`config.mk`:
```
export PLATFORM = sky130hd
export DESIGN_NAME = gpio_irq_detect
export DESIGN_NICKNAME = d
export VERILOG_FILES = /design/src/rtl/gpio_irq_pkg.sv /design/src/rtl/gpio_irq_debounce.sv /design/src/rtl/gpio_irq_edge.sv /design/src/rtl/gpio_irq_regs.sv /design/src/rtl/gpio_irq_detect.sv
export SDC_FILE = /design/constraint.sdc
export NUM_CORES = 1
export LEC_CHECK = 0
export ABC_AREA = 1
export BUFFER_PORTS_ARGS = -buffer_cell sky130_fd_sc_hd__buf_2
export CAP_MARGIN = 25
export CORE_ASPECT_RATIO = 2
export CORE_MARGIN = 5
export CORE_UTILIZATION = 57
export CTS_BUF_LIST = sky130_fd_sc_hd__clkbuf_4
export DETAILED_ROUTE_END_ITERATION = 7
export GPL_ROUTABILITY_DRIVEN = 0
export PLACE_DENSITY_LB_ADDON = 0.3
export SETUP_SLACK_MARGIN = 0.2
export SYNTH_ARGS = -nofsm -noshare
export SYNTH_HDL_FRONTEND = slang
export SYNTH_SLANG_ARGS = --single-unit
```
`constraint.sdc`:
```
create_clock -name clk_i -period 1.4 [get_ports clk_i]
set_clock_uncertainty 0.2 [all_clocks]
set_input_delay 0.07 -clock clk_i [delete_from_list [all_inputs] [get_ports clk_i]]
set_output_delay 0.07 -clock clk_i [all_outputs]
set_load 0.03 [all_outputs]
```
`src/rtl/gpio_irq_pkg.sv`:
```
package gpio_irq_pkg;

  localparam int unsigned IRQ_PINS = 8;
  localparam int unsigned DATA_W   = 32;
  localparam int unsigned ADDR_W   = 8;

  localparam logic [ADDR_W-1:0] ADR_CTRL_SET = 8'h18;
  localparam logic [ADDR_W-1:0] ADR_CTRL_CLR = 8'h1C;
  localparam logic [ADDR_W-1:0] ADR_STAT_CLR = 8'h20;
  localparam logic [ADDR_W-1:0] ADR_STAT_RD  = 8'h24;

  // Field order is fixed by the bit positions software relies on.
  typedef struct packed {
    logic [IRQ_PINS-1:0] lvl;
    logic [IRQ_PINS-1:0] deb;
    logic [IRQ_PINS-1:0] fall;
    logic [IRQ_PINS-1:0] rise;
  } irq_ctrl_t;

  // Set/clear alias update of a register word.
  function automatic logic [DATA_W-1:0] word_update(
    input logic [DATA_W-1:0] cur,
    input logic [DATA_W-1:0] data,
    input logic              do_set,
    input logic              do_clr
  );
    logic [DATA_W-1:0] nxt;
    nxt = cur;
    if (do_set) nxt = nxt | data;
    if (do_clr) nxt = nxt & ~data;
    return nxt;
  endfunction

  // Trigger decision for one pin from its enables and two samples.
  function automatic logic pin_trigger(
    input logic rise_en,
    input logic fall_en,
    input logic lvl_en,
    input logic now,
    input logic prev
  );
    logic hit;
    if (lvl_en) hit = (rise_en & now) | (fall_en & ~now);
    else        hit = (rise_en & now & ~prev) | (fall_en & ~now & prev);
    return hit;
  endfunction

endpackage

```
`src/rtl/gpio_irq_debounce.sv`:
```
module gpio_irq_debounce #(
  parameter int unsigned HOLD_TICKS = 4
) (
  input  logic clk_i,
  input  logic rst_ni,
  input  logic raw_i,
  input  logic tick_i,
  input  logic deb_en_i,
  output logic level_o
);
  localparam int unsigned CNT_W = (HOLD_TICKS > 2) ? $clog2(HOLD_TICKS) : 1;
  localparam logic [CNT_W-1:0] CNT_LAST = CNT_W'(HOLD_TICKS - 1);

  logic             level_q;
  logic [CNT_W-1:0] cnt_q;
  logic             differs;
  logic             accept;

  assign differs = raw_i ^ level_q;
  assign accept  = tick_i & differs & (cnt_q == CNT_LAST);

  always_ff @(posedge clk_i or negedge rst_ni) begin
    if (!rst_ni) begin
      level_q <= 1'b0;
      cnt_q   <= '0;
    end else if (!deb_en_i) begin
      level_q <= raw_i;
      cnt_q   <= '0;
    end else if (tick_i) begin
      if (!differs) begin
        cnt_q <= '0;
      end else if (accept) begin
        level_q <= raw_i;
        cnt_q   <= '0;
      end else begin
        cnt_q <= cnt_q + 1'b1;
      end
    end
  end

  assign level_o = level_q;

  // with the filter on, the accepted level moves only on a tick
  a_r9_hold_between_ticks: assert property (@(posedge clk_i) disable iff (!rst_ni)
    (deb_en_i && !tick_i) |=> $stable(level_o));

  // with the filter on, a change always follows a differing input on a tick
  a_r9_change_needs_tick: assert property (@(posedge clk_i) disable iff (!rst_ni)
    (deb_en_i && !differs) |=> $stable(level_o));

endmodule

```
`src/rtl/gpio_irq_edge.sv`:
```
module gpio_irq_edge
  import gpio_irq_pkg::*;
(
  input  logic clk_i,
  input  logic rst_ni,
  input  logic level_i,
  input  logic rise_en_i,
  input  logic fall_en_i,
  input  logic lvl_en_i,
  output logic event_o
);
  logic prev_q;

  always_ff @(posedge clk_i or negedge rst_ni) begin
    if (!rst_ni) prev_q <= 1'b0;
    else         prev_q <= level_i;
  end

  assign event_o = pin_trigger(rise_en_i, fall_en_i, lvl_en_i, level_i, prev_q);

  // in edge mode nothing fires while the level holds still
  a_r4_edge_needs_change: assert property (@(posedge clk_i) disable iff (!rst_ni)
    (!lvl_en_i && event_o) |-> (level_i != prev_q));

endmodule

```
`src/rtl/gpio_irq_regs.sv`:
```
module gpio_irq_regs
  import gpio_irq_pkg::*;
(
  input  logic                clk_i,
  input  logic                rst_ni,
  input  logic                wr_en_i,
  input  logic [ADDR_W-1:0]   wr_addr_i,
  input  logic [DATA_W-1:0]   wr_data_i,
  input  logic                rd_en_i,
  input  logic [ADDR_W-1:0]   rd_addr_i,
  input  logic [IRQ_PINS-1:0] pin_event_i,
  output irq_ctrl_t           ctrl_o,
  output logic [IRQ_PINS-1:0] status_o,
  output logic [DATA_W-1:0]   rd_data_o
);
  localparam int unsigned PAD_W = DATA_W - IRQ_PINS;

  logic [DATA_W-1:0]   ctrl_q;
  logic [IRQ_PINS-1:0] status_q;
  logic [DATA_W-1:0]   rd_q;
  logic                ctrl_set_stb;
  logic                ctrl_clr_stb;
  logic [IRQ_PINS-1:0] stat_clr_mask;
  logic [DATA_W-1:0]   rd_mux;
  irq_ctrl_t           ctrl_view;

  assign ctrl_set_stb  = wr_en_i && (wr_addr_i == ADR_CTRL_SET);
  assign ctrl_clr_stb  = wr_en_i && (wr_addr_i == ADR_CTRL_CLR);
  assign stat_clr_mask = (wr_en_i && (wr_addr_i == ADR_STAT_CLR)) ?
                         wr_data_i[IRQ_PINS-1:0] : '0;

  always_ff @(posedge clk_i or negedge rst_ni) begin
    if (!rst_ni) ctrl_q <= '0;
    else         ctrl_q <= word_update(ctrl_q, wr_data_i, ctrl_set_stb, ctrl_clr_stb);
  end

  // New events are ORed after the clear so they win on a shared edge.
  always_ff @(posedge clk_i or negedge rst_ni) begin
    if (!rst_ni) status_q <= '0;
    else         status_q <= (status_q & ~stat_clr_mask) | pin_event_i;
  end

  always_comb begin
    unique case (rd_addr_i)
      ADR_STAT_RD:               rd_mux = {{PAD_W{1'b0}}, status_q};
      ADR_CTRL_SET, ADR_CTRL_CLR: rd_mux = ctrl_q;
      default:                   rd_mux = '0;
    endcase
  end

  always_ff @(posedge clk_i or negedge rst_ni) begin
    if (!rst_ni)      rd_q <= '0;
    else if (rd_en_i) rd_q <= rd_mux;
  end

  assign ctrl_view = irq_ctrl_t'(ctrl_q);
  assign ctrl_o    = ctrl_view;
  assign status_o  = status_q;
  assign rd_data_o = rd_q;

  // a set write leaves every written one present in the word
  a_r2_set_sticks: assert property (@(posedge clk_i) disable iff (!rst_ni)
    ctrl_set_stb |=> ((ctrl_q & $past(wr_data_i)) == $past(wr_data_i)));

  // a clear write removes every written one
  a_r2_clr_drops: assert property (@(posedge clk_i) disable iff (!rst_ni)
    (ctrl_clr_stb && !ctrl_set_stb) |=> ((ctrl_q & $past(wr_data_i)) == '0));

  // a cleared bit without a competing event reads zero next cycle
  a_r7_clear_takes: assert property (@(posedge clk_i) disable iff (!rst_ni)
    (stat_clr_mask != '0) |=> ((status_q & $past(stat_clr_mask & ~pin_event_i)) == '0));

  // an event always lands in the status, even against a clear
  a_r8_event_wins: assert property (@(posedge clk_i) disable iff (!rst_ni)
    (pin_event_i != '0) |=> ((status_q & $past(pin_event_i)) == $past(pin_event_i)));

  // a masked pin whose bit is clear stays clear
  a_r6_masked_quiet: assert property (@(posedge clk_i) disable iff (!rst_ni)
    1'b1 |=> ((status_q & $past(~(ctrl_view.rise | ctrl_view.fall) & ~status_q)) == '0));

  // the status read never carries anything above the pin field
  a_r11_upper_zero: assert property (@(posedge clk_i) disable iff (!rst_ni)
    (rd_en_i && (rd_addr_i == ADR_STAT_RD)) |=> (rd_data_o[DATA_W-1:IRQ_PINS] == '0));

endmodule

```
`src/rtl/gpio_irq_detect.sv`:
```
module gpio_irq_detect
  import gpio_irq_pkg::*;
#(
  parameter int unsigned DEB_HOLD = 4
) (
  input  logic                clk_i,
  input  logic                rst_ni,
  input  logic [IRQ_PINS-1:0] pin_i,
  input  logic                tick_i,
  input  logic                wr_en_i,
  input  logic [ADDR_W-1:0]   wr_addr_i,
  input  logic [DATA_W-1:0]   wr_data_i,
  input  logic                rd_en_i,
  input  logic [ADDR_W-1:0]   rd_addr_i,
  output logic [DATA_W-1:0]   rd_data_o,
  output logic                irq_o
);
  irq_ctrl_t           ctrl;
  logic [IRQ_PINS-1:0] status;
  logic [IRQ_PINS-1:0] filt_level;
  logic [IRQ_PINS-1:0] pin_event;

  gpio_irq_regs u_regs (
    .clk_i       (clk_i),
    .rst_ni      (rst_ni),
    .wr_en_i     (wr_en_i),
    .wr_addr_i   (wr_addr_i),
    .wr_data_i   (wr_data_i),
    .rd_en_i     (rd_en_i),
    .rd_addr_i   (rd_addr_i),
    .pin_event_i (pin_event),
    .ctrl_o      (ctrl),
    .status_o    (status),
    .rd_data_o   (rd_data_o)
  );

  for (genvar p = 0; p < IRQ_PINS; p++) begin : g_pin
    gpio_irq_debounce #(.HOLD_TICKS(DEB_HOLD)) u_deb (
      .clk_i    (clk_i),
      .rst_ni   (rst_ni),
      .raw_i    (pin_i[p]),
      .tick_i   (tick_i),
      .deb_en_i (ctrl.deb[p]),
      .level_o  (filt_level[p])
    );

    gpio_irq_edge u_edge (
      .clk_i     (clk_i),
      .rst_ni    (rst_ni),
      .level_i   (filt_level[p]),
      .rise_en_i (ctrl.rise[p]),
      .fall_en_i (ctrl.fall[p]),
      .lvl_en_i  (ctrl.lvl[p]),
      .event_o   (pin_event[p])
    );
  end

  assign irq_o = |status;

  // the line can only come up because some pin fired the cycle before
  a_r10_rise_has_cause: assert property (@(posedge clk_i) disable iff (!rst_ni)
    $rose(irq_o) |-> $past(|pin_event));

  // a masked pin never produces an event
  a_r6_no_masked_event: assert property (@(posedge clk_i) disable iff (!rst_ni)
    ((pin_event & ~(ctrl.rise | ctrl.fall)) == '0));

endmodule

```
Word level (Yosys, flattened, before mapping)
Index checks and enable logic that the tools add are counted.

word-level totals
  flip-flop bits (word level) = 104
  output and inout port bits = 33
  logic and storage cells = 256
  bits of input ports = 61

operators by class
  muxes and demuxes = 76
  reductions and logical operators = 13
  add/subtract/negate cells = 8
  eq/ne operators = 38
  bitwise logic cells = 94

operators with widths
  operator                                                                 count
  2-bit 2-to-1 mux                                                         32
  32-bit 2-to-1 mux                                                        2
  32-bit one-hot mux with 2 select lines                                   1
  1-bit AND                                                                48
  1-bit 2-to-1 mux                                                         40
  32-bit AND                                                               1
  8-bit by 5-bit == test with 1-bit output, second input constant          4
  2-bit by 1-bit inequality test with 1-bit output, second input constant  16
  32-bit inverter                                                          1
  32-bit OR                                                                1
  3-bit AND reduction                                                      8
  2-bit by 1-bit adder with 2-bit output, second input constant            8
  2-bit == test, second input constant                                     8
  8-bit by 6-bit == test with 1-bit output, second input constant          2
  2-bit inequality test, second input constant                             8
  1-bit inverter                                                           16
  1-bit OR                                                                 16
  8-bit AND                                                                1
  8-bit 2-to-1 mux                                                         1
  8-bit inverter                                                           1
  8-bit OR                                                                 1
  8-bit OR reduction                                                       1
  1-bit bitwise XOR                                                        8
  1-bit logical AND                                                        3
  2-bit OR reduction                                                       1

Longest topological paths before layout
Gate-level depths: netlist (run 1).

  depth after elaboration = 7
  depth in mapped cells = 8

Cells and area by module
From an unflattened synthesis (run 1), not the netlist that was laid out.

unflattened totals
  cell total of the unflattened synthesis = 754
  area total of the unflattened synthesis = 5582.9 um^2

by module, submodules not included
  module             cells each  area each (um^2)  times used  sequential area each (um^2)
  gpio_irq_regs      435         3474.6            1           1801.7
  gpio_irq_debounce  26          190.2             8           75.1
  gpio_irq_edge      12          66.3              8           25.0
  gpio_irq_detect    15          56.3              1           0.0

Worst setup path after synthesis (run 1)
OpenSTA, ideal clock, no wires.

  path type = register to register
  from = register g_pin[0].u_deb.level_q
  to = register g_pin[0].u_deb.cnt_q[0]
  data arrival time = 0.879 ns
  period minus slack after synthesis = 1.197 ns
  setup slack = 0.203 ns
  data required time = 1.082 ns
  cell stages (with the launch flop) = 5
  path through = dfrtp_1 -> xor2_1 -> nand3_1 -> nand3b_1 -> nand2_1

between the ends
  longest elaborated chain between the ends = 7

ends and longest elaborated chain
  what                    RTL line                 text
  start, declared         gpio_irq_debounce.sv:14  logic level_q;
  start signal, assigned  gpio_irq_debounce.sv:27  level_q <= raw_i;
  start signal, assigned  gpio_irq_debounce.sv:33  level_q <= raw_i;
  1-bit bitwise XOR (*)   gpio_irq_debounce.sv:19  assign differs = raw_i ^ level_q;
  1-bit AND (2 in a row)  gpio_irq_debounce.sv:20  assign accept = tick_i & differs & (cnt_q == CNT_LAST);
  2-bit 2-to-1 mux        gpio_irq_debounce.sv:32  end else if (accept) begin
  2-bit 2-to-1 mux (*)    gpio_irq_debounce.sv:30  if (!differs) begin
  2-bit 2-to-1 mux (*)    gpio_irq_debounce.sv:29  end else if (tick_i) begin
  2-bit 2-to-1 mux (*)    gpio_irq_debounce.sv:26  end else if (!deb_en_i) begin
  end signal, assigned    gpio_irq_debounce.sv:36  cnt_q <= cnt_q + 1'b1;
  end, declared           gpio_irq_debounce.sv:15  logic [CNT_W-1:0] cnt_q;

Every way passes the cells marked *; elsewhere a longest branch is shown, timed or not. The select of a mux whose other input is x is not followed.
A chain may end at the register's enable or synchronous reset.

Worst setup path after layout (run 1)
  from = register u_regs.status_q[1] (netlist: u_regs.status_o[1])
  to = output irq_o

between the ends
  longest elaborated chain between the ends = 1

ends and longest elaborated chain
  what                    RTL line               text
  start, declared         gpio_irq_regs.sv:19    logic [IRQ_PINS-1:0] status_q;
  start signal, assigned  gpio_irq_regs.sv:40    else status_q <= (status_q & ~stat_clr_mask) | pin_event_i;
  8-bit OR reduction      gpio_irq_detect.sv:58  assign irq_o = |status;
  end, declared           gpio_irq_detect.sv:16  output logic irq_o

No other way between the ends.

==> results of run 1 <==
==> worst max path at each step <==
stage | from | to | slack (ns) | cells after the start
after floorplan | g_pin[0].u_deb.level_o | g_pin[0].u_deb.cnt_q[0] | 0.20 | 4
after global placement | u_regs.status_o[2] | irq_o | 0.12 | 3
after detailed placement | register | g_pin[1].u_deb.cnt_q[0] | 0.03 | 6
after CTS | u_regs.status_o[1] | irq_o | -0.32 | 3
after global routing | u_regs.status_o[6] | irq_o | -0.39 | 3
final | u_regs.status_o[1] | irq_o | -0.30 | 3
==> power by group through the flow <==
stage	Combinational (mW)	Sequential (mW)	Clock, mW
finish	2.85	4.00	1.29
global placement	1.54	3.86	0
global route	3.09	4.03	1.40
detailed placement	1.68	3.90	0
CTS	2.14	3.85	1.29
floorplan	0.947	3.89	0
==> routing by layer <==
layer / wire [um] / part of all wire [%] / GRT usage [%] / up-vias
met5: 0 / 0 / 0 / -
met4: 782 / 4.8 / 16.5 / 0
met3: 1180 / 7.2 / 4.50 / 68
met2: 8750 / 54 / 48.6 / 317
met1: 5550 / 34 / 31.4 / 2480
li1: - / - / - / 2342
==> worst reg2reg max path: stages (launching register included) <==
cell and delay (ns):
dfrtp_1 0.46, xor2_2 0.27, nand3_2 0.16, nand3b_1 0.14, nand2_1 0.09
==> cell usage after synthesis <==
master,number
nand3b_1,8
buf_6,3
clkbuf_1,7
o21ai_0,8
nor2_1,63
nor2_2,1
inv_1,75
nor4_1,2
xor2_1,8
dfrtp_1,104
nand3_4,1
nand4_1,8
nand2_1,199
nor3_2,1
ha_1,8
a21oi_1,39
nand3_1,59
nor2_4,2
nor3_1,8
a21oi_2,9
clkbuf_2,1
buf_2,7
==> what timing repair did <==
action | CTS | global route
pin swaps | 14 | 19
gates resized for setup | 105 | 58
setup buffers | 29 | 15
endpoints found under the setup margin | 55 | 164
cloned | 0 | 1
endpoints found under the hold margin | 200 | 25
==> logic make-up (layout without fill, tap and decap cells) <==
logic type | after synthesis | after routing | synth area share, %
buffers and inverters | 93 | 294 | 7.68
flip-flops | 104 | 104 | 52.4
XOR/XNOR | 8 | 8 | 1.41
AO/OA/AOI/OAI | 56 | 56 | 6.32
adder cells (fa/ha/maj) | 8 | 8 | 2.02
other | 0 | 2 | 0
AND/OR/NAND/NOR | 352 | 352 | 30.2
==> per-stage QoR <==
step                setup TNS, ns  worst slack [ns]
finish                     -0.322            -0.296
global route               -0.544            -0.395
detailed placement              0            0.0313
global placement                0             0.119
CTS                        -0.324            -0.324
floorplan                       0             0.203
==> area by class of cell <==
class	count	area (um^2)
clock buffers	9	67.6
fillers	495	1410
repair buffers	203	1720
inverters	75	282
clock inverters	7	28.8
multi-input cells	424	2350
diodes	2	5.00
well taps	100	125
flip-flops and latches	104	2600
==> qor.yml, run 1 <==
drive_above_1_share_pct: 30.8
ff2ff_setup_slack_ns: -0.02
power_frac_clock_pct: 15.9
synth_top_cell_area_share_pct: 52.4
cp_top_family: "flip-flops"
hold_viol: 54
ys_types: 22
crit_chain: "nor4_2, nand2_1, buf_6"
holdBufCountCts: 45
final_util_pct: 83.6
synthCells: 621
seqPwrFrac_pct: 49.1
arrival_ns: 1.43
ys_top_cells_by_area: "dfrtp_1 (52%), nand2_1 (15%), nand3_1 (5.9%)"
yosysSeqAreaShare_pct: 52.4
htree_levels: 3
slew_violations: 0
setup_viol: 3
fin_cells: 924
crit_required_ns: 1.13
dr.first_iter.drc_count: 597
drv_cap: 0
timing.hold.ws_ns: -0.0856
placed_area_um2: 5690
p_leak_nw: 3.83
fin_crit_sh_pct: 121
hold_start: "wr_addr_i[6]"
grt_overflow: 0
grt_start_max_net_pins: 51
yosysWarnings: 0
cts_buffers: 9
path_clk_slew_ns: 0.15
p_total_mw: 8.14
drt_first_pass_iters: 5
critPathBufInv: 1
initial_core_util_pct: 57.8
fmax_ghz: 0.590
critPathSlowestCell: "dfrtp_1"
yosys.area.top_type: "dfrtp_1"
reg2reg_depth: 4
die_y_um: 142
reg2reg_from: "g_pin[2].u_deb.level_o"
endpoint_kind: "primary output"
timing.final.crit_period_ns: 1.70
rsz0062_at_grt: "yes"
io_buffers: 93
cts_tree: "done"
fp.coreArea_um2: 8590
synth_nets: 690
status: "finished with violations"
tightest_slew_ns: 0.629
viasPerCell: 5.64
cts-root-buf: "clkbuf_4"
vias: 5207
drc: 0
cts.sinks: 104
final_common_cell: "nand2_1"
avgSynthCellArea_um2: 8.00
ir_worst_vdd_uv: 1290
relSlewSlack_pct: 58.1
wl_per_cell_um: 17.6
area_growth_pct: 44.6
grt_pass1_vias: 5211
placed_cells: 817
syn-cell-area_um2: 4970
hold_end: "u_regs.status_o[5]"
ant_nets: 0
fin_nets: 886
most-common-layout-cells: "nand2_1 (198), dfrtp_1 (103), inv_1 (69), buf_2 (59), buf_4 (55)"
fin_ws_ns: -0.296
wirelength_mm: 16.3
path_max_fanout: 3
clock_latency_ns: 0.46
internal_power_mw: 5.20
cts_buffer_depth: 2
hpwl_mm: 8.82
startpoint_type: "register"
p_sw_mw: 2.94
synth-seq-cells: 104
critPathMaxStageDelay_ns: 0.43
path_class: "register to primary output"
dieArea_um2: 10800
antenna_found_initial: 2
swShare_pct: 36.1
comb_power_share_pct: 35.0
hold_depth: 6
ios: 94
die_w_um: 76
rows: 48
power_density_nw_per_um2: 1130
min_path_type: "primary input to register"
grt_first_pass_wirelength_mm: 24.3
fin_area_um2: 7180
track_usage_pct: 27.8
violations: "hold timing, setup timing"
timing.rr.end: "g_pin[2].u_deb.cnt_q[0]"
Note: power is estimated with default switching activity, not from simulation.
==> run 2, diff against run 1 <==
- MAX_ROUTING_LAYER: unset -> met4
- SKIP_LAST_GASP: unset -> 1
==> run 2 against run 1 <==
  * Combinational power fell by 7.7%
  * Sequential share of layout area rose by 0.46 points
  * The run still ends with hold timing, setup timing left
  * Critical path depth did not move
  * Sequential power fell by 2%
  * Critical path type unchanged
  * Largest power group unchanged
==> qor.yml, run 2 (synthesized netlist as in run 1, its figures left out) <==
status: "finished with violations"
violations: "hold timing, setup timing"
drv_cap: 0
slew_violations: 0
power_density_nw_per_um2: 1100
die_w_um: 76
dieArea_um2: 10800
path_max_fanout: 3
vias: 5125
cts-root-buf: "clkbuf_4"
internal_power_mw: 5.12
drive_above_1_share_pct: 29.2
final_common_cell: "nand2_1"
most-common-layout-cells: "nand2_1 (198), dfrtp_1 (103), inv_1 (70), buf_2 (59), buf_4 (57)"
p_sw_mw: 2.71
grt_start_max_net_pins: 51
rows: 48
arrival_ns: 1.41
clock_latency_ns: 0.45
drc: 0
grt_overflow: 0
cts_buffers: 9
startpoint_type: "register"
cts_tree: "done"
wl_per_cell_um: 16.3
io_buffers: 93
fillers: 510
critPathMaxStageDelay_ns: 0.44
swShare_pct: 34.6
seqPwrFrac_pct: 50.0
hold_depth: 6
critPathSlowestCell: "dfrtp_1"
drt_first_pass_iters: 5
grt_pass1_vias: 5177
reg2reg_depth: 5
relSlewSlack_pct: 63.9
ir_worst_vdd_uv: 851
ant_nets: 0
dr.first_iter.drc_count: 475
cts.sinks: 104
fin_nets: 887
grt_first_pass_wirelength_mm: 23.7
crit_required_ns: 1.13
endpoint_kind: "primary output"
setup_viol: 1
hpwl_mm: 8.82
timing.final.crit_period_ns: 1.68
cts_buffer_depth: 2
crit_chain: "nor4_2, nand2_1, buf_6"
fin_ws_ns: -0.276
die_y_um: 142
viasPerCell: 5.54
initial_core_util_pct: 57.8
hold_viol: 43
tightest_slew_ns: 0.542
holdBufCountCts: 45
p_total_mw: 7.83
min_path_type: "primary input to register"
p_leak_nw: 3.81
power_frac_clock_pct: 16.4
timing.hold.ws_ns: -0.0682
track_usage_pct: 27.9
fp.coreArea_um2: 8590
path_clk_slew_ns: 0.14
htree_levels: 3
antenna_found_initial: 2
wirelength_mm: 15.1
comb_power_share_pct: 33.6
path_class: "register to primary output"
fin_crit_sh_pct: 120
ios: 94
rsz0062_at_grt: "yes"
area_growth_pct: 42.8
fmax_ghz: 0.597
==> run 2: critical path, delay by kind of cell (launching register included) <==
kind                   cells  cell delay [ns]
and+or+nand+nor            2             0.38
buffers and inverters      1             0.15
DFF                        1             0.44
==> run 2: timing repair <==
| action | 4_1_cts | 5_1_grt |
|---|---|---|
| setup buffers | 29 | 16 |
| endpoints found under the hold margin | 200 | 47 |
| gates cloned | 0 | 1 |
| pin swaps | 11 | 19 |
| setup endpoints to repair | 55 | 164 |
| resized for setup | 95 | 48 |
==> run 2: layout make-up <==
cell class / count / area, um^2 / area share, %
tap: 100 / 125 / 1.76
sequential: 104 / 2600 / 36.7
multi-input combinational: 424 / 2260 / 31.8
antenna: 2 / 5.00 / 0.0706
timing repair buffer: 204 / 1720 / 24.3
clock buffer: 9 / 67.6 / 0.953
inverter: 75 / 282 / 3.97
clock inverter: 7 / 28.8 / 0.406
==> run 2: path summary, 6_finish.rpt <==
kind	to	start	slack, ns
min	u_regs.status_o[1]	wr_addr_i[6]	-0.07
min in group asynchronous	u_regs.rd_data_o[30]	rst_ni	-0.01
max	irq_o	u_regs.status_o[1]	-0.28
max in group asynchronous	g_pin[2].u_edge.prev_q	rst_ni	0.47
max reg2reg	g_pin[5].u_deb.cnt_q[0]	g_pin[5].u_deb.cnt_q[0]	0.01
min reg2reg	u_regs.rd_data_o[1]	u_regs.rd_data_o[1]	0.32
==> run 2: per-stage QoR <==
stage / instance area [um^2] / TNS [ns] / util, % / setup slack [ns] / instances
6_report: 7090 / -0.276 / 82.6 / -0.276 / 925
3_5_place_dp: 5690 / 0 / 66.3 / 0.0313 / 817
2_1_floorplan: 4970 / 0 / - / 0.203 / 621
3_3_place_gp: 5690 / 0 / 66.3 / 0.119 / 817
5_1_grt: 7090 / -0.411 / 82.6 / -0.396 / 925
4_1_cts: 6780 / -0.333 / 78.9 / -0.333 / 907
==> run 2: layer usage <==
| layer | global-route usage [%] | vias up | share of wire (%) |
|---|---|---|---|
| met5 | - | - | 0 |
| met4 | 15.3 | 0 | 3.9 |
| met3 | 4.82 | 61 | 6.7 |
| met2 | 48.1 | 262 | 53 |
| met1 | 30.3 | 2459 | 36 |
| li1 | - | 2343 | - |
==> run 2: power by group through the flow <==
stage	logic, mW	clock network, mW	registers (mW)
finish	2.63	1.28	3.92
global route	2.86	1.42	3.97
CTS	2.10	1.29	3.84
detailed placement	1.68	0	3.90
global placement	1.54	0	3.86
floorplan	0.947	0	3.89
